## config.mk

```make
export PLATFORM = sky130hd
export DESIGN_NAME = coh_cache
export DESIGN_NICKNAME = d
export VERILOG_FILES = /design/src/rtl/coh_cache_pkg.sv /design/src/rtl/coh_cache_dp.sv /design/src/rtl/coh_cache_ctrl.sv /design/src/rtl/coh_cache.sv
export SDC_FILE = /design/constraint.sdc
export NUM_CORES = 1
export LEC_CHECK = 0
export BUFFER_PORTS_ARGS = -buffer_cell sky130_fd_sc_hd__buf_4
export CAP_MARGIN = 10
export CORE_MARGIN = 2
export CORE_UTILIZATION = 57
export CTS_BUF_LIST = sky130_fd_sc_hd__clkbuf_4 sky130_fd_sc_hd__clkbuf_8
export CTS_CLUSTER_DIAMETER = 60
export DETAILED_ROUTE_END_ITERATION = 16
export PLACE_DENSITY = 0.82
export SYNTH_ARGS = -nofsm -noshare
export SYNTH_HDL_FRONTEND = slang
export SYNTH_HIERARCHICAL = 1
export SYNTH_SLANG_ARGS = --single-unit
```

## constraint.sdc

```tcl
create_clock -name clk -period 4.3 [get_ports clk]
set_input_delay 0.43 -clock clk [delete_from_list [all_inputs] [get_ports clk]]
set_output_delay 0.43 -clock clk [all_outputs]
set_load 0.02 [all_outputs]
```

## src/rtl/coh_cache_pkg.sv

```systemverilog
`timescale 1ns/1ps
package coh_cache_pkg;

  typedef enum logic [1:0] {
    LS_INV   = 2'd0,
    LS_CLEAN = 2'd1,
    LS_DIRTY = 2'd2
  } lineState_e;

  typedef enum logic [1:0] {
    BC_NONE  = 2'd0,
    BC_READ  = 2'd1,
    BC_WRITE = 2'd2
  } busCmd_e;

  // strobes from control to datapath
  typedef struct packed {
    logic       fillEn;      // write tag, word and state at processor index
    logic       fillFromCpu; // word source: processor data, else memory
    lineState_e fillState;
    logic       snpEn;       // write state at snoop index
    lineState_e snpState;
    logic       wbEn;        // write-back this cycle
    logic       wbFromSnp;   // write-back source: snoop line, else victim
  } ctrlStrobe_t;

endpackage

```

## src/rtl/coh_cache_dp.sv

```systemverilog
`timescale 1ns/1ps
module coh_cache_dp
  import coh_cache_pkg::*;
#(
  parameter int ADDR_W = 8,
  parameter int DATA_W = 16,
  parameter int IDX_W  = 2
) (
  input  logic              clk,
  input  logic              rstN,
  input  logic [ADDR_W-1:0] cpuAddr,
  input  logic [DATA_W-1:0] cpuWdata,
  input  logic [ADDR_W-1:0] snpAddr,
  input  logic [DATA_W-1:0] memRdData,
  input  ctrlStrobe_t       strobe,
  output lineState_e        cpuState,
  output logic              cpuTagEq,
  output lineState_e        snpState,
  output logic              snpTagEq,
  output logic              idxClash,
  output logic [DATA_W-1:0] cpuRdata,
  output logic [ADDR_W-1:0] wbAddr,
  output logic [DATA_W-1:0] wbData
);
  localparam int TAG_W = ADDR_W - IDX_W;
  localparam int LINES = 1 << IDX_W;

  lineState_e        stArr  [LINES];
  logic [TAG_W-1:0]  tagArr [LINES];
  logic [DATA_W-1:0] datArr [LINES];

  logic [IDX_W-1:0] cpuIdx, snpIdx;
  logic [TAG_W-1:0] cpuTag, snpTag;

  assign cpuIdx = cpuAddr[IDX_W-1:0];
  assign cpuTag = cpuAddr[ADDR_W-1:IDX_W];
  assign snpIdx = snpAddr[IDX_W-1:0];
  assign snpTag = snpAddr[ADDR_W-1:IDX_W];

  // processor lookup port
  assign cpuState = stArr[cpuIdx];
  assign cpuTagEq = (tagArr[cpuIdx] == cpuTag);
  // independent snoop lookup port
  assign snpState = stArr[snpIdx];
  assign snpTagEq = (tagArr[snpIdx] == snpTag);
  assign idxClash = (cpuIdx == snpIdx);

  // per-line coherence state; snoop and fill never share an index
  for (genvar g = 0; g < LINES; g++) begin : gLine
    always_ff @(posedge clk or negedge rstN) begin
      if (!rstN)
        stArr[g] <= LS_INV;
      else if (strobe.fillEn && cpuIdx == IDX_W'(g))
        stArr[g] <= strobe.fillState;
      else if (strobe.snpEn && snpIdx == IDX_W'(g))
        stArr[g] <= strobe.snpState;
    end
  end

  always_ff @(posedge clk) begin
    if (strobe.fillEn) begin
      tagArr[cpuIdx] <= cpuTag;
      datArr[cpuIdx] <= strobe.fillFromCpu ? cpuWdata : memRdData;
    end
  end

  always_comb begin
    if (strobe.fillEn && !strobe.fillFromCpu)
      cpuRdata = memRdData;
    else
      cpuRdata = datArr[cpuIdx];
  end

  always_comb begin
    wbAddr = '0;
    wbData = '0;
    if (strobe.wbEn) begin
      if (strobe.wbFromSnp) begin
        wbAddr = {tagArr[snpIdx], snpIdx};
        wbData = datArr[snpIdx];
      end else begin
        wbAddr = {tagArr[cpuIdx], cpuIdx};
        wbData = datArr[cpuIdx];
      end
    end
  end

  // a demoting snoop leaves the line clean on the next cycle
  p_snoop_demote_r7: assert property (@(posedge clk) disable iff (!rstN)
    (strobe.snpEn && strobe.snpState == LS_CLEAN) |=> (stArr[$past(snpIdx)] == LS_CLEAN))
    else $error("R7 snoop demotion lost");

  // a write fill leaves the line dirty on the next cycle
  p_fill_dirty_r4: assert property (@(posedge clk) disable iff (!rstN)
    (strobe.fillEn && strobe.fillState == LS_DIRTY) |=> (stArr[$past(cpuIdx)] == LS_DIRTY))
    else $error("R4 dirty fill lost");

  // replacing a dirty line of another tag must write it back
  p_evict_wb_r8: assert property (@(posedge clk) disable iff (!rstN)
    (strobe.fillEn && cpuState == LS_DIRTY && !cpuTagEq) |-> (strobe.wbEn && !strobe.wbFromSnp))
    else $error("R8 dirty victim dropped");

endmodule

```

## src/rtl/coh_cache_ctrl.sv

```systemverilog
`timescale 1ns/1ps
module coh_cache_ctrl
  import coh_cache_pkg::*;
(
  input  logic        clk,
  input  logic        rstN,
  input  logic        cpuReq,
  input  logic        cpuWe,
  input  logic        busGrant,
  input  logic        snpValid,
  input  logic        snpIsWrite,
  input  lineState_e  cpuState,
  input  logic        cpuTagEq,
  input  lineState_e  snpState,
  input  logic        snpTagEq,
  input  logic        idxClash,
  output ctrlStrobe_t strobe,
  output logic        cpuDone,
  output logic        busReq,
  output busCmd_e     busCmd,
  output logic        memRd,
  output logic        wbValid
);
  logic snpMatch, snpDirty, cpuGo, cpuHit, localOk, needBus, granted, victimDirty;

  always_comb begin
    snpMatch    = snpValid && (snpState != LS_INV) && snpTagEq;
    snpDirty    = snpMatch && (snpState == LS_DIRTY);
    cpuGo       = cpuReq && !(snpValid && idxClash);
    cpuHit      = (cpuState != LS_INV) && cpuTagEq;
    localOk     = cpuHit && (!cpuWe || cpuState == LS_DIRTY);
    needBus     = cpuGo && !localOk;
    granted     = needBus && busGrant;
    victimDirty = granted && (cpuState == LS_DIRTY) && !cpuTagEq;

    busReq  = needBus;
    cpuDone = (cpuGo && localOk) || granted;
    memRd   = granted;
    busCmd  = granted ? (cpuWe ? BC_WRITE : BC_READ) : BC_NONE;

    strobe.fillEn      = granted || (cpuGo && localOk && cpuWe);
    strobe.fillFromCpu = cpuWe;
    strobe.fillState   = cpuWe ? LS_DIRTY : LS_CLEAN;
    strobe.snpEn       = snpMatch && (snpIsWrite || snpDirty);
    strobe.snpState    = snpIsWrite ? LS_INV : LS_CLEAN;
    strobe.wbEn        = snpDirty || victimDirty;
    strobe.wbFromSnp   = snpDirty;
    wbValid            = strobe.wbEn;
  end

  // no broadcast without a grant
  p_cmd_needs_grant_r10: assert property (@(posedge clk) disable iff (!rstN)
    (busCmd != BC_NONE) |-> busGrant)
    else $error("R10 broadcast without grant");

  // completion only for a live request
  p_done_needs_req_r10: assert property (@(posedge clk) disable iff (!rstN)
    cpuDone |-> cpuReq)
    else $error("R10 spurious completion");

  // a snoop to the requested line index holds the processor off
  p_snoop_stall_r9: assert property (@(posedge clk) disable iff (!rstN)
    (snpValid && idxClash) |-> (!cpuDone && !busReq))
    else $error("R9 snoop priority broken");

  // a remote write on an owned line must push the word out
  p_dirty_snoop_wb_r6: assert property (@(posedge clk) disable iff (!rstN)
    (snpValid && snpIsWrite && snpTagEq && snpState == LS_DIRTY) |-> wbValid)
    else $error("R6 owned word lost on remote write");

endmodule

```

## src/rtl/coh_cache.sv

```systemverilog
`timescale 1ns/1ps
module coh_cache
  import coh_cache_pkg::*;
#(
  parameter int ADDR_W = 8,
  parameter int DATA_W = 16,
  parameter int IDX_W  = 2
) (
  input  logic              clk,
  input  logic              rstN,
  input  logic              cpuReq,
  input  logic              cpuWe,
  input  logic [ADDR_W-1:0] cpuAddr,
  input  logic [DATA_W-1:0] cpuWdata,
  output logic              cpuDone,
  output logic [DATA_W-1:0] cpuRdata,
  output logic              busReq,
  input  logic              busGrant,
  output logic [1:0]        busCmd,
  output logic [ADDR_W-1:0] busAddr,
  output logic              memRd,
  input  logic [DATA_W-1:0] memRdData,
  input  logic              snpValid,
  input  logic              snpIsWrite,
  input  logic [ADDR_W-1:0] snpAddr,
  output logic              wbValid,
  output logic [ADDR_W-1:0] wbAddr,
  output logic [DATA_W-1:0] wbData
);
  ctrlStrobe_t strobe;
  lineState_e  cpuState, snpState;
  logic        cpuTagEq, snpTagEq, idxClash;
  busCmd_e     cmdEnum;

  coh_cache_dp #(.ADDR_W(ADDR_W), .DATA_W(DATA_W), .IDX_W(IDX_W)) uDp (
    .clk(clk), .rstN(rstN), .cpuAddr(cpuAddr), .cpuWdata(cpuWdata),
    .snpAddr(snpAddr), .memRdData(memRdData), .strobe(strobe),
    .cpuState(cpuState), .cpuTagEq(cpuTagEq), .snpState(snpState),
    .snpTagEq(snpTagEq), .idxClash(idxClash), .cpuRdata(cpuRdata),
    .wbAddr(wbAddr), .wbData(wbData)
  );

  coh_cache_ctrl uCtrl (
    .clk(clk), .rstN(rstN), .cpuReq(cpuReq), .cpuWe(cpuWe),
    .busGrant(busGrant), .snpValid(snpValid), .snpIsWrite(snpIsWrite),
    .cpuState(cpuState), .cpuTagEq(cpuTagEq), .snpState(snpState),
    .snpTagEq(snpTagEq), .idxClash(idxClash), .strobe(strobe),
    .cpuDone(cpuDone), .busReq(busReq), .busCmd(cmdEnum),
    .memRd(memRd), .wbValid(wbValid)
  );

  assign busCmd  = cmdEnum;
  assign busAddr = cpuAddr;

endmodule

```

**Word-level counts from Yosys, hierarchy flattened**

Memories as Yosys holds them, arrays and structs flattened.
Cells that the tools add are included.

- Add/sub/neg operators: 0
- $mul: 0
- Divide/modulo/power cells: 0
- Magnitude comparators: 2
- Eq/ne operators: 11
- Shift-type cells: 0
- Multiplexer cells: 25
- Bitwise gates (word level): 2
- Reduce and logical (&&, ||, !) cells: 40

Operators with widths:

| operator | count |
|---|---|
| $mux W16 | 4 |
| $mux W2 | 14 |
| $logic_and A1 B1 Y1 | 23 |
| $mux W8 | 2 |
| $eq A2 B2 Y1 const B | 6 |
| $eq A6 B6 Y1 | 2 |
| $reduce_bool A2 Y1 | 6 |
| $bmux W2 S2 | 2 |
| $ge A3 B3 Y1 const B | 2 |
| $not A2 Y3 | 2 |
| $logic_or A1 B1 Y1 | 5 |
| $eq A2 B1 Y1 const B | 2 |
| $logic_not A1 Y1 | 4 |
| $logic_not A2 Y1 | 2 |
| $mux W1 | 3 |
| $eq A2 B2 Y1 | 1 |

- Register bits after elaboration: 8
- Bits in latches: 0
- Memory bits (writable): 88
- ROM bits: 0
- Bits of input ports: 55
- Output and inout port bits: 54
- Logic and storage cells: 86
- Memories kept: 2

Memory list:

| memory | words | width | read ports | clocked after memory_dff | wr ports | line | RTL |
|---|---|---|---|---|---|---|---|
| uDp.datArr | 4 | 16 | 2 | 0 | 1 | coh_cache_dp.sv:30 | `logic [DATA_W-1:0] datArr [LINES];` |
| uDp.tagArr | 4 | 6 | 2 | 0 | 1 | coh_cache_dp.sv:29 | `logic [TAG_W-1:0] tagArr [LINES];` |

**Depth between registers and ports, before layout**

- Depth after elaboration: 14
- Depth in mapped cells: 12
- Mapped depth without buffers: 11

**Hierarchy**

The synthesis kept the hierarchy.

By module, submodules not included:

| module | times used | cells an instance | area an instance (um^2) | sequential area each (um^2) |
|---|---|---|---|---|
| coh_cache_dp | 1 | 300 | 5185.0 | 2842.7 |
| coh_cache_ctrl | 1 | 33 | 201.4 | 0.0 |
| coh_cache | 1 | 8 | 60.1 | 0.0 |

**Least setup slack after synthesis**

OpenSTA, ideal clock, no wires.

- Path kind: input port to flip-flop
- Start point: input cpuAddr[0]
- End point: memory uDp.datArr[1][0] (enable)
- Setup time: 0.406 ns
- Data arrival time: 3.169 ns
- Data required time: 3.894 ns
- Setup slack: 0.724 ns
- Stages on the path: 9
- Path buffers: 1
- Cells stage by stage: buf_6 -> mux4_2 -> xnor2_1 -> nand4_1 -> nor3_2 -> nand3_1 -> a31oi_1 -> nand2_1 -> nor2_1

RTL lines:

| what | line | RTL |
|---|---|---|
| start, declared | coh_cache.sv:13 | `input logic [ADDR_W-1:0] cpuAddr,` |
| end, declared | coh_cache_dp.sv:30 |  |

==> results.ini <==
[floorplan]
dieArea_sq_mm=0.0104
rows=35
fp.coreArea_sq_mm=0.00924
die_h_um=102
start_util_pct=58.9
dieWidth_um=102
io_pins=109

[sta]
fin_crit_sh_pct=95.2
tightest_slew_ns=0.565
setup_violations=0
layout_setup_ws_ns=0.206
timing.fmax_ghz=0.244
final_max_slew_viol_count=0
finClkSkew_ns=0.00638
slew_headroom_pct=62.3
rsz0062_at_grt=false
hold_viol_final=0
fin_crit_ns=4.09
finalSetupTns_ns=0

[routing]
wl_per_cell_um=20.3
drt-total-wl_um=11700
ant_nets=0
drc=0
viasPerCell=5.83
drt_iter0_markers=235
num_vias=3359
drtPass1Iterations=4

[synthesis]
synth_xor_area_share_pct=2.25
synth_mux_area_share_pct=32.4
ys_types=37
ys_warn_count=6
avgSynthCellArea_sq_um=16.0
synth_fa_ha_area_share_pct=0
async_flop_share_pct=8.33
netlist_instances=341
synth-main-ff-cell=edfxtp_1
synth-seq-cells=96
synth_top_family_by_area=multiplexers
synth_edf_count=88
synth_simple_gate_area_share_pct=6.66
yosysSeqAreaShare_pct=52.2
synth_compound_area_share_pct=2.11
synth_nets=396
synth_area_sq_mm=0.00545

[clock_tree]
postCtsResizedCells=0
numCtsBuffers=9
htreeDepth=3
worstSkewPairLatency_ns=0.36
clock-sinks=96
clk_pin_slew_ns=0.09
cts_tree=yes
cts_buffer_depth=2
cts_root_buf=clkbuf_8

[global_routing]
grt_pass1_vias=3472
grt.total_usage_pct=23.4
grt_max_degree=31
antenna_found_initial=0
grt_pass1_wl_um=17800
grt_overflow=0

[layout]
multi_input_area_sq_mm=0.00239
fin_cells=576
antennaDiodeCount=0
register_area_sq_mm=0.00284
syn_to_final_growth_pct=20.9
fin_nets=497
fillCellCount=601
final_util_pct=71.3
drive_gt1_share_pct=50.1

[critical_path]
arrival_ns=3.66
critPathRequiredTime_ns=3.87
crit_fanout=18
cp_common_cell=buf_4
path_cells=buf_4 -> mux4_2 -> xnor2_1 -> nand4_1 -> nor3_2 -> o21ai_1 -> nand2_1 -> a31oi_1 -> nand2b_1 -> buf_4 -> mux2_2 -> buf_4
critical_path.max_stage_delay_ns=0.59
critPathTopFamily=simple AND/OR/NAND/NOR gates
crit_buf_inv=3
slowest_stage=mux4_2
criticalPathCategory=in -> out
start_kind=input port
end_kind=output pin

[placement]
gp_congestion=0.805
dp_hpwl_um=8260
dp_slack_ns=0.186
dp_cells=559
io_buffers=108

[power_and_ir_drop]
p_per_area_mw_per_mm2=337
ir_worst_vdd_v=0.000219
power_leakage_nw=2.40

[worst_hold_path]
hp-class=in -> reg

[run_status]
status=finished, final reports clean

[flow_run]
max_cap_viol_count=0

[flip-flops by register name, indices dropped and copies added (netlist names)]
| signal | flops |
|---|---|
| uDp/datArr | 64 |
| uDp/stArr | 8 |
| uDp/tagArr | 24 |
[cell families (layout without fill, tap and decap cells)]
group,Yosys count,in the layout
buf+inv,38,144
flops,96,96
xor+xnor,14,14
mux,112,112
simple gates,64,64
compound gates,16,16
other cells,1,1
[where the power goes]
group	switching [W]	total (W)	internal (W)
combinational	0.000213	0.000434	0.000220
clock	0.000334	0.000675	0.000341
sequential	0.0000284	0.00111	0.00108
total	0.000576	0.00222	0.00164
[placed cells by master, fill, tap and decap left out, types with 4 or more instances in the layout]
cell and n:
mux2_2 26, mux2_1 6, nand2b_1 4, o21ai_0 4
nand2_1 16, dfrtp_1 8, buf_4 125, mux4_2 47
xor2_1 6, clkbuf_8 9, nor2b_1 25, edfxtp_1 88
o21ai_1 5, xnor2_1 8, nor2_1 4, mux2i_1 32
[cell type report]
| type | count | area share, % |
|---|---|---|
| Tap cell | 129 | 2.45 |
| Clock inverter | 7 | 1.75 |
| Inverter | 2 | 0.114 |
| Sequential cell | 96 | 43.2 |
| Timing Repair Buffer | 126 | 14.4 |
| Multi-Input combinational cell | 207 | 36.2 |
| Clock buffer | 9 | 1.88 |
[cells in the mapped netlist (2+ instances only)]
cell type | n | area share (%)
buf_6 | 4 | 0.83
nor2b_1 | 25 | 2.9
buf_2 | 10 | 0.92
a21boi_2 | 2 | 0.41
inv_1 | 2 | 0.14
nor3_2 | 2 | 0.37
nand4_1 | 2 | 0.23
mux2_1 | 6 | 1.2
xor2_1 | 6 | 0.96
nand3b_1 | 2 | 0.28
clkbuf_1 | 8 | 0.55
nor2_1 | 6 | 0.41
nand2b_1 | 4 | 0.46
dfrtp_1 | 8 | 3.7
o21ai_1 | 5 | 0.46
edfxtp_1 | 88 | 49
mux2i_1 | 32 | 5.9
nand2_1 | 16 | 1.1
o21ai_0 | 4 | 0.37
buf_4 | 13 | 1.8
xnor2_1 | 8 | 1.3
nand3_1 | 2 | 0.18
mux4_2 | 47 | 19
mux2_2 | 26 | 5.4
[path summary, 6_finish.rpt]
check / startpoint / to / slack, ns / cells after the start
worst max-delay path: cpuAddr[0] / cpuRdata[3] / 0.21 / 12
worst min-delay path: cpuAddr[5] / uDp/tagArr[1][3]$_DFFE_PP_ / 0.30 / 1
worst max register to register: uDp/tagArr[3][5]$_DFFE_PP_ / uDp/datArr[2][7]$_DFFE_PP_ / 1.20 / 8
worst min register to register: uDp/stArr[4]$_DFFE_PN0P_ / uDp/stArr[4]$_DFFE_PN0P_ / 0.60 / 2
max in group asynchronous: rstN / uDp/stArr[6]$_DFFE_PN0P_ / 3.77 / 2
min in group asynchronous: rstN / uDp/stArr[4]$_DFFE_PN0P_ / 0.41 / 2
[stage by stage]
stage | hold slack, ns | instance area (sq um) | power (W)
floorplan | 0.134 | 5450 | 0.00141
global placement | 0.253 | 6340 | 0.00155
detailed placement | 0.253 | 6340 | 0.00156
CTS | 0.285 | 6590 | 0.00223
global route | 0.278 | 6590 | 0.00230
finish | 0.295 | 6590 | 0.00222
[layer usage]
layer / vias to the layer above / GRT usage [%] / routed length, um
met1: 1702 / 31.3 / 4750
met3: 8 / 3.11 / 637
met4: 0 / 8.00 / 89
met5: - / 0 / 0
li1: 1534 / - / -
met2: 115 / 40.0 / 6200
[what timing repair did]
action	4_1_cts	5_1_grt
hold buffers	1	0
setup buffers	0	0
endpoints found under the hold margin	8	0
No activity file was read; power rests on OpenSTA's default activity.
